==> src/rtl/dest_filter_pkg.sv <==
package dest_filter_pkg;
  localparam logic [31:0] CRC_POLY = 32'h04C11DB7;
  localparam logic [31:0] CRC_SEED = 32'hFFFF_FFFF;

  // Fold one byte into the running CRC, least significant bit first.
  function automatic logic [31:0] crc_fold_byte(input logic [31:0] crc_in,
                                                input logic [7:0]  data);
    logic [31:0] c;
    logic        fb;
    c = crc_in;
    for (int i = 0; i < 8; i++) begin
      fb = c[31] ^ data[i];
      c  = {c[30:0], 1'b0};
      if (fb) c = c ^ CRC_POLY;
    end
    return c;
  endfunction

  // Ranked verdict: promiscuous, unicast match, all-ones, all-group, hash.
  function automatic logic rank_verdict(input logic promisc, input logic group,
                                        input logic match,   input logic ones,
                                        input logic bcast,   input logic allmc,
                                        input logic hash_hit);
    if (promisc)     return 1'b1;
    else if (!group) return match;
    else if (ones)   return bcast;
    else if (allmc)  return 1'b1;
    else             return hash_hit;
  endfunction
endpackage

==> src/rtl/dest_byte_tracker.sv <==
module dest_byte_tracker #(
  parameter int ADDR_BYTES = 6,
  parameter int BYTE_W     = 8,
  localparam int CNT_W     = $clog2(ADDR_BYTES + 1)
) (
  input  logic                         clk,
  input  logic                         rst_n,
  input  logic                         frame_start_i,
  input  logic                         byte_valid_i,
  input  logic [BYTE_W-1:0]            byte_data_i,
  input  logic [ADDR_BYTES*BYTE_W-1:0] station_addr_i,
  output logic                         take_o,
  output logic                         last_o,
  output logic                         group_o,
  output logic                         match_o,
  output logic                         ones_o
);
  logic [CNT_W-1:0]  cnt_q, cnt_base, cnt_next;
  logic              group_q, match_q, ones_q;
  logic              group_base, match_base, ones_base;
  logic [BYTE_W-1:0] st_byte;

  always_comb begin
    cnt_base   = frame_start_i ? '0   : cnt_q;
    group_base = frame_start_i ? 1'b0 : group_q;
    match_base = frame_start_i ? 1'b1 : match_q;
    ones_base  = frame_start_i ? 1'b1 : ones_q;
  end

  always_comb begin
    st_byte = '0;
    for (int k = 0; k < ADDR_BYTES; k++)
      if (cnt_base == CNT_W'(k))
        st_byte = station_addr_i[BYTE_W*(ADDR_BYTES-1-k) +: BYTE_W];
  end

  assign take_o   = byte_valid_i && (cnt_base < CNT_W'(ADDR_BYTES));
  assign last_o   = take_o && (cnt_base == CNT_W'(ADDR_BYTES - 1));
  assign cnt_next = take_o ? cnt_base + 1'b1 : cnt_base;
  assign group_o  = (take_o && cnt_base == '0) ? byte_data_i[0] : group_base;
  assign match_o  = match_base && (!take_o || byte_data_i == st_byte);
  assign ones_o   = ones_base  && (!take_o || byte_data_i == {BYTE_W{1'b1}});

  always_ff @(posedge clk) begin
    if (!rst_n) begin
      cnt_q   <= '0;
      group_q <= 1'b0;
      match_q <= 1'b1;
      ones_q  <= 1'b1;
    end else begin
      cnt_q   <= cnt_next;
      group_q <= group_o;
      match_q <= match_o;
      ones_q  <= ones_o;
    end
  end


  frame_clear_chk: assert property (@(posedge clk) disable iff (!rst_n)
    frame_start_i && !byte_valid_i |=> cnt_q == '0);

  surplus_hold_chk: assert property (@(posedge clk) disable iff (!rst_n)
    cnt_q == CNT_W'(ADDR_BYTES) && !frame_start_i |=> cnt_q == CNT_W'(ADDR_BYTES));
endmodule

==> src/rtl/dest_hash_crc.sv <==
module dest_hash_crc #(
  parameter int HASH_BITS = 6
) (
  input  logic                 clk,
  input  logic                 rst_n,
  input  logic                 frame_start_i,
  input  logic                 take_i,
  input  logic [7:0]           byte_data_i,
  output logic [HASH_BITS-1:0] index_o
);
  import dest_filter_pkg::*;

  logic [31:0] crc_q, crc_base, crc_next;

  assign crc_base = frame_start_i ? CRC_SEED : crc_q;
  assign crc_next = take_i ? crc_fold_byte(crc_base, byte_data_i) : crc_base;
  assign index_o  = crc_next[31 -: HASH_BITS];

  always_ff @(posedge clk) begin
    if (!rst_n) crc_q <= CRC_SEED;
    else        crc_q <= crc_next;
  end


  idle_crc_stable_chk: assert property (@(posedge clk) disable iff (!rst_n)
    !take_i && !frame_start_i |=> crc_q == $past(crc_q));

  crc_reload_chk: assert property (@(posedge clk) disable iff (!rst_n)
    frame_start_i && !take_i |=> crc_q == CRC_SEED);
endmodule

==> src/rtl/rx_dest_filter.sv <==
module rx_dest_filter #(
  parameter int ADDR_BYTES = 6,
  parameter int BYTE_W     = 8,
  parameter int HASH_BITS  = 6,
  localparam int ADDR_W    = ADDR_BYTES * BYTE_W,
  localparam int TABLE_W   = 1 << HASH_BITS
) (
  input  logic               clk,
  input  logic               rst_n,
  input  logic               frame_start,
  input  logic               byte_valid,
  input  logic [BYTE_W-1:0]  byte_data,
  input  logic [ADDR_W-1:0]  station_addr,
  input  logic               promisc_en,
  input  logic               bcast_en,
  input  logic               allmc_en,
  input  logic [TABLE_W-1:0] hash_table,
  output logic               decision_valid,
  output logic               decision_accept
);
  import dest_filter_pkg::*;

  logic                 take_w, last_w, group_w, match_w, ones_w;
  logic [HASH_BITS-1:0] hash_idx_w;
  logic                 hash_hit_w, verdict_w;

  dest_byte_tracker #(.ADDR_BYTES(ADDR_BYTES), .BYTE_W(BYTE_W)) tracker_i (
    .clk(clk), .rst_n(rst_n), .frame_start_i(frame_start),
    .byte_valid_i(byte_valid), .byte_data_i(byte_data),
    .station_addr_i(station_addr), .take_o(take_w), .last_o(last_w),
    .group_o(group_w), .match_o(match_w), .ones_o(ones_w));

  dest_hash_crc #(.HASH_BITS(HASH_BITS)) crc_i (
    .clk(clk), .rst_n(rst_n), .frame_start_i(frame_start),
    .take_i(take_w), .byte_data_i(byte_data[7:0]), .index_o(hash_idx_w));

  assign hash_hit_w = hash_table[hash_idx_w];
  assign verdict_w  = rank_verdict(promisc_en, group_w, match_w, ones_w,
                                   bcast_en, allmc_en, hash_hit_w);

  always_ff @(posedge clk) begin
    if (!rst_n) begin
      decision_valid  <= 1'b0;
      decision_accept <= 1'b0;
    end else begin
      decision_valid  <= last_w;
      decision_accept <= last_w && verdict_w;
    end
  end


  valid_pulse_chk: assert property (@(posedge clk) disable iff (!rst_n)
    decision_valid |=> !decision_valid);

  accept_gated_chk: assert property (@(posedge clk) disable iff (!rst_n)
    decision_accept |-> decision_valid);

  valid_after_byte_chk: assert property (@(posedge clk) disable iff (!rst_n)
    decision_valid |-> $past(byte_valid));

  promisc_accept_chk: assert property (@(posedge clk) disable iff (!rst_n)
    decision_valid && $past(promisc_en) |-> decision_accept);

  bcast_gate_chk: assert property (@(posedge clk) disable iff (!rst_n)
    last_w && ones_w && !promisc_en |=> decision_accept == $past(bcast_en));
endmodule

==> config.mk <==
export PLATFORM = sky130hd
export DESIGN_NAME = rx_dest_filter
export DESIGN_NICKNAME = d
export VERILOG_FILES = /design/src/rtl/dest_filter_pkg.sv /design/src/rtl/dest_byte_tracker.sv /design/src/rtl/dest_hash_crc.sv /design/src/rtl/rx_dest_filter.sv
export SDC_FILE = /design/constraint.sdc
export NUM_CORES = 1
export LEC_CHECK = 0
export BUFFER_PORTS_ARGS = -buffer_cell sky130_fd_sc_hd__buf_2
export CAP_MARGIN = 25
export CORE_MARGIN = 1
export CORE_UTILIZATION = 57
export CTS_BUF_LIST = sky130_fd_sc_hd__clkbuf_4 sky130_fd_sc_hd__clkbuf_8 sky130_fd_sc_hd__clkbuf_16
export CTS_CLUSTER_DIAMETER = 80
export DETAILED_ROUTE_END_ITERATION = 7
export MAX_ROUTING_LAYER = met4
export PLACE_DENSITY = 0.92
export SLEW_MARGIN = 20
export SYNTH_ARGS = -nofsm -noshare
export SYNTH_HDL_FRONTEND = slang
export SYNTH_SLANG_ARGS = --single-unit
==> constraint.sdc <==
create_clock -name clk -period 9.3 [get_ports clk]
set_input_delay 0.93 -clock clk [delete_from_list [all_inputs] [get_ports clk]]
set_output_delay 0.93 -clock clk [all_outputs]
set_load 0.05 [all_outputs]
---- Word level (Yosys, flattened, before mapping) ----
Index checks and enable logic that the tools add are counted.
word-level totals
  register bits after elaboration ......... 40
  bits in writable memories ............... 0
  memory bits (read-only) ................. 0
  word-level logic and storage cells ...... 71
  bits in latches ......................... 0
  memories kept ........................... 0
operators by class
  div/mod/pow operators ................... 0
  $mul .................................... 0
  equality and inequality tests ........... 7
  reductions and logical operators ........ 10
  bitwise logic cells ..................... 16
  shifts and indexed selects .............. 0
  order comparisons ....................... 2
  add/subtract/negate cells ............... 1
  muxes and demuxes ....................... 28
operator list
  kind                 count
  $mux 27              8
  $not 14->14          8
  $mux 32              2
  $mux 8               6
  $mux 1               9
  $eq 8x8->1           1
  $eq 8x8->1 const B   1
  $xor 1x1->1          8
  $lt 6x7->1 const B   1
  $bmux 1 s6           1
  $eq 3x2->1 const B   2
  $eq 3x3->1 const B   2
  $logic_and 1x1->1    6
  $mux 3               2
  $add 3x1->3 const B  1
  $eq 3x1->1 const B   1
  $logic_not 3->1      1
  $lt 3x3->1 const B   1
  $logic_or 1x1->1     2
  $logic_not 1->1      1

---- Longest topological paths before layout ----
  depth after elaboration ................. 25
  mapped depth ............................ 19
  depth with buffers taken out ............ 14

---- Cells and area by module ----
From an unflattened synthesis, not the netlist that was laid out.
unflattened totals
  cells, all modules ...................... 517
  area, all modules ....................... 4,320.4 sq um
by module, submodules not included
  module             seq. area each (sq um)  area each (sq um)  cells an instance  instances
  dest_hash_crc      640.6                   2,489.9            301                1
  dest_byte_tracker  120.1                   1,147.4            157                1
  rx_dest_filter     40.0                    683.2              59                 1

---- Worst setup path after synthesis ----
No wires, ideal clock.
  path type ............................... input port to flip-flop
  start ................................... input frame_start
  end ..................................... register decision_accept
  setup time .............................. 84 ps
  slack ................................... 5,061 ps
  arrival ................................. 4,155 ps
  required time ........................... 9,216 ps
  cell stages on the path ................. 18
  cell sequence ........................... buf_4 -> buf_2 -> buf_2 -> buf_1 -> clkbuf_1 -> nor2b_1 -> ha_1 -> ha_1 -> buf_1 -> nor2_1 -> a221oi_1 -> o21ai_0 -> xor2_1 -> nor4_1 -> a41oi_1 -> nor3_1 -> o21ai_0 -> o31ai_2
between the ends
  word-level cells in the longest chain between the ends .. 20
  elaborated cells between the ends (all ways) .. 60
ends and longest elaborated chain
  item                          line                   text
  from (decl)                   rx_dest_filter.sv:10   input logic frame_start,
  $mux 32                       dest_hash_crc.sv:15    assign crc_base = frame_start_i ? CRC_SEED : crc_q;
  $mux 27 (3 in series)         dest_filter_pkg.sv:14  if (fb) c = c ^ CRC_POLY;
  $not 14->14 (no source line)  --
  $mux 27                       dest_filter_pkg.sv:14
  $not 14->14 (no source line)  --
  $mux 27 (3 in series)         dest_filter_pkg.sv:14
  $not 14->14 (no source line)  --
  $mux 27                       dest_filter_pkg.sv:14
  $mux 32                       dest_hash_crc.sv:16    assign crc_next = take_i ? crc_fold_byte(crc_base, byte_data_i) : crc_base;
  $bmux 1 s6                    rx_dest_filter.sv:37   assign hash_hit_w = hash_table[hash_idx_w];
  $mux 1 (not written as such)  rx_dest_filter.sv:37
  $mux 1                        dest_filter_pkg.sv:27  else if (allmc) return 1'b1;
  $mux 1                        dest_filter_pkg.sv:26  else if (ones) return bcast;
  $mux 1                        dest_filter_pkg.sv:25  else if (!group) return match;
  $mux 1                        dest_filter_pkg.sv:24  if (promisc) return 1'b1;
  $logic_and 1x1->1 (*)         rx_dest_filter.sv:47   decision_accept <= last_w && verdict_w;
  to (signal assigned)          rx_dest_filter.sv:47
  to (decl)                     rx_dest_filter.sv:19   output logic decision_accept
Mark *: on every way between the ends. The rest lies on a longest branch, timed or not. The select of a mux whose other input is x is not followed.
A chain may end at the register's enable or synchronous reset.

---- Final worst setup path ----
Ends and elaborated chain as after synthesis.

==> flow_summary.ini <==
[final_layout]
mostFrequentLayoutCell = buf_2
drive_above_1_share_pct = 24.66
areaGrowthSynthToFinish_pct = 15.08
final_nets = 785
final_core_util_pct = 68.70
final_cell_mix = buf_2, nand2_1, nor2_1, o21ai_0, xnor2_1
diodes = 0

[synth]
ys_seq_elements = 40
netlist_area_um2 = 4123
synthArstFlopShare_pct = 0
ys_seq_area_share_pct = 19.42
synth_ff_type = dfxtp_1
synth_edf_count = 0
synthDistinctLibCells = 71
yosys_warnings = 0
synth_nets = 697
syn-mean-instance-area_um2 = 7.297
synth_area_leaders = dfxtp_1, xnor2_1, nand2_1
synth_top_area_cell = dfxtp_1
synth_top_area_share_pct = 19.42
syn_inst = 565

[grt]
grt_pass1_wl_um = 20610
gr-total-overflow = 0
grt_pass1_vias = 4357
antenna_found_initial = 0
grt_use_total_pct = 35.35
grt_max_degree = 73

[setup_path]
startpoint_type = input port
endpoint_kind = flip-flop
crit_required_ns = 9.47
crit_type = input port to flip-flop
cp-startpoint = frame_start
reg2reg_from = tracker_i.cnt_q[1]
path_max_fanout = 72
reg2reg_depth = 11
critPathArrivalTime_ns = 4.82

[clock_tree]
cts.htree.levels = 2
postCtsSetupRepairBufs = 0
post_cts_resize_count = 0
insertion_delay_ns = 0.30
cts_buffer_depth = 2
cts_sinks = 40
hold_buffers = 0
root_buffer = clkbuf_8
path_clk_slew_ns = 0.08
cts_inserted_buffers = 5
cts_tree = yes

[drt]
via_count = 4662
postRouteAntennaNets = 0
drt-initial-drc-count = 433
dr.pass1.iters = 5
post-route-drc-count = 0
avgRoutedWirePerCell_um = 16.74
wirelength_um = 12540
avgViaCountPerCell = 6.224

[floorplanning]
fp.dieH_um = 87.05
coreArea_um2 = 6907
initial_core_util_pct = 59.69
rows = 30
num_io_pins = 129
die_w_um = 87.05
die-area_um2 = 7577

[timing]
hold_slack_ns = 0.5321
fmax_mhz = 215.1
postLayoutSetupSlackWorst_ns = 4.651
post-route-period-util_pct = 49.99
slew_violations = 0
clock_skew_ns = 0.008185
worst_pin_slew_ns = 1.026
layout_min_cycle_time_ns = 4.649
slew_headroom_pct = 31.33
setup_viol = 0
rsz0062_at_grt = no
setup_tns_ns = 0
hold_viol = 0

[power_and_ir_drop]
p_total_uw = 685.8
p_leak_nw = 1.930
peakVddDrop_uv = 67.09
cellPowerDensity_nw_per_um2 = 144.6

[min_path]
hp-start = tracker_i.match_q
holdPathStages = 2
hold_class = flip-flop to flip-flop

[placement]
pre_cts_ws_ns = 4.439
place_congestion = 0.9959
hpwl_um = 9505
portBuffers = 128

[run_status]
outcome = completed

[run]
maxCapViolations = 0
==> power breakdown <==
part | total (mW) | switching, mW | internal, mW
Clock | 0.116 | 0.0619 | 0.0540
Sequential | 0.214 | 0.0208 | 0.193
Combinational | 0.356 | 0.202 | 0.154
==> cells by family after synthesis <==
family | share of synthesized area, %
buffers and inverters | 6.798
AND/OR/NAND/NOR | 25.55
adder cells (fa/ha/maj) | 1.517
XOR/XNOR | 16.08
multiplexers | 3.035
flip-flops | 19.42
AO/OA/AOI/OAI | 27.59
==> layer usage <==
metal,GRT usage [%],up-vias,share of wire (%)
li1,-,2198,-
met1,43.80,2134,41
met2,58.84,280,48
met3,4.550,50,7.6
met4,12.73,0,3.2
met5,-,-,0
==> final timing paths <==
path	slack, ns	to
max	4.65	decision_accept
min	0.53	tracker_i.match_q
max reg2reg	5.82	decision_accept
min reg2reg	0.53	tracker_i.match_q
==> flip-flops by register name, indices dropped and copies added (netlist names) <==
| name | count |
|---|---|
| crc_i.crc_q | 32 |
| tracker_i.cnt_q | 3 |
| decision_accept | 1 |
| decision_valid | 1 |
| tracker_i.group_q | 1 |
| tracker_i.match_q | 1 |
| tracker_i.ones_q | 1 |
==> area by class of cell <==
class	instances	area, um^2
flip-flops and latches	40	800.8
well taps	96	120.1
clock buffers	6	76.32
repair buffers	132	670.6
clock inverters	1	5.005
inverters	8	30.03
fillers	589	2162
multi-input cells	466	3042
==> cells in the mapped netlist (4+ instances only) <==
master / n
nand2_1: 72
nor2_1: 51
o21ai_0: 47
xnor2_1: 41
dfxtp_1: 40
xor2_1: 24
a21oi_1: 22
clkbuf_1: 22
buf_2: 16
nand3_1: 16
o211ai_1: 14
nor3_1: 13
nor2b_1: 11
o22ai_1: 11
nand3b_1: 10
a221oi_1: 9
and2_1: 8
inv_1: 8
mux2i_1: 8
a31oi_1: 7
and3_1: 6
and4_1: 5
buf_1: 5
ha_1: 5
nand4_1: 5
o32ai_1: 5
a211oi_1: 4
mux2_2: 4
o31a_1: 4
or3_1: 4
==> stage by stage <==
step	instance area, um^2	cells
after floorplan	4123	565
after global placement	4656	741
after detailed placement	4656	741
after CTS	4737	748
after global routing	4745	749
final	4745	749
==> worst max-delay path, stage by stage <==
cell and delay, ns:
buf_2 0.09, buf_4 0.54, inv_1 0.41, nand2_1 0.26
inv_1 0.09, ha_1 0.19, ha_1 0.30, nor2_1 0.40
a221oi_1 0.17, o21ai_0 0.24, xor2_1 0.21, nor4_1 0.07
a41oi_1 0.30, nor3_1 0.12, o21ai_0 0.36, o31ai_2 0.12
Power figures use the tool's default switching activity.
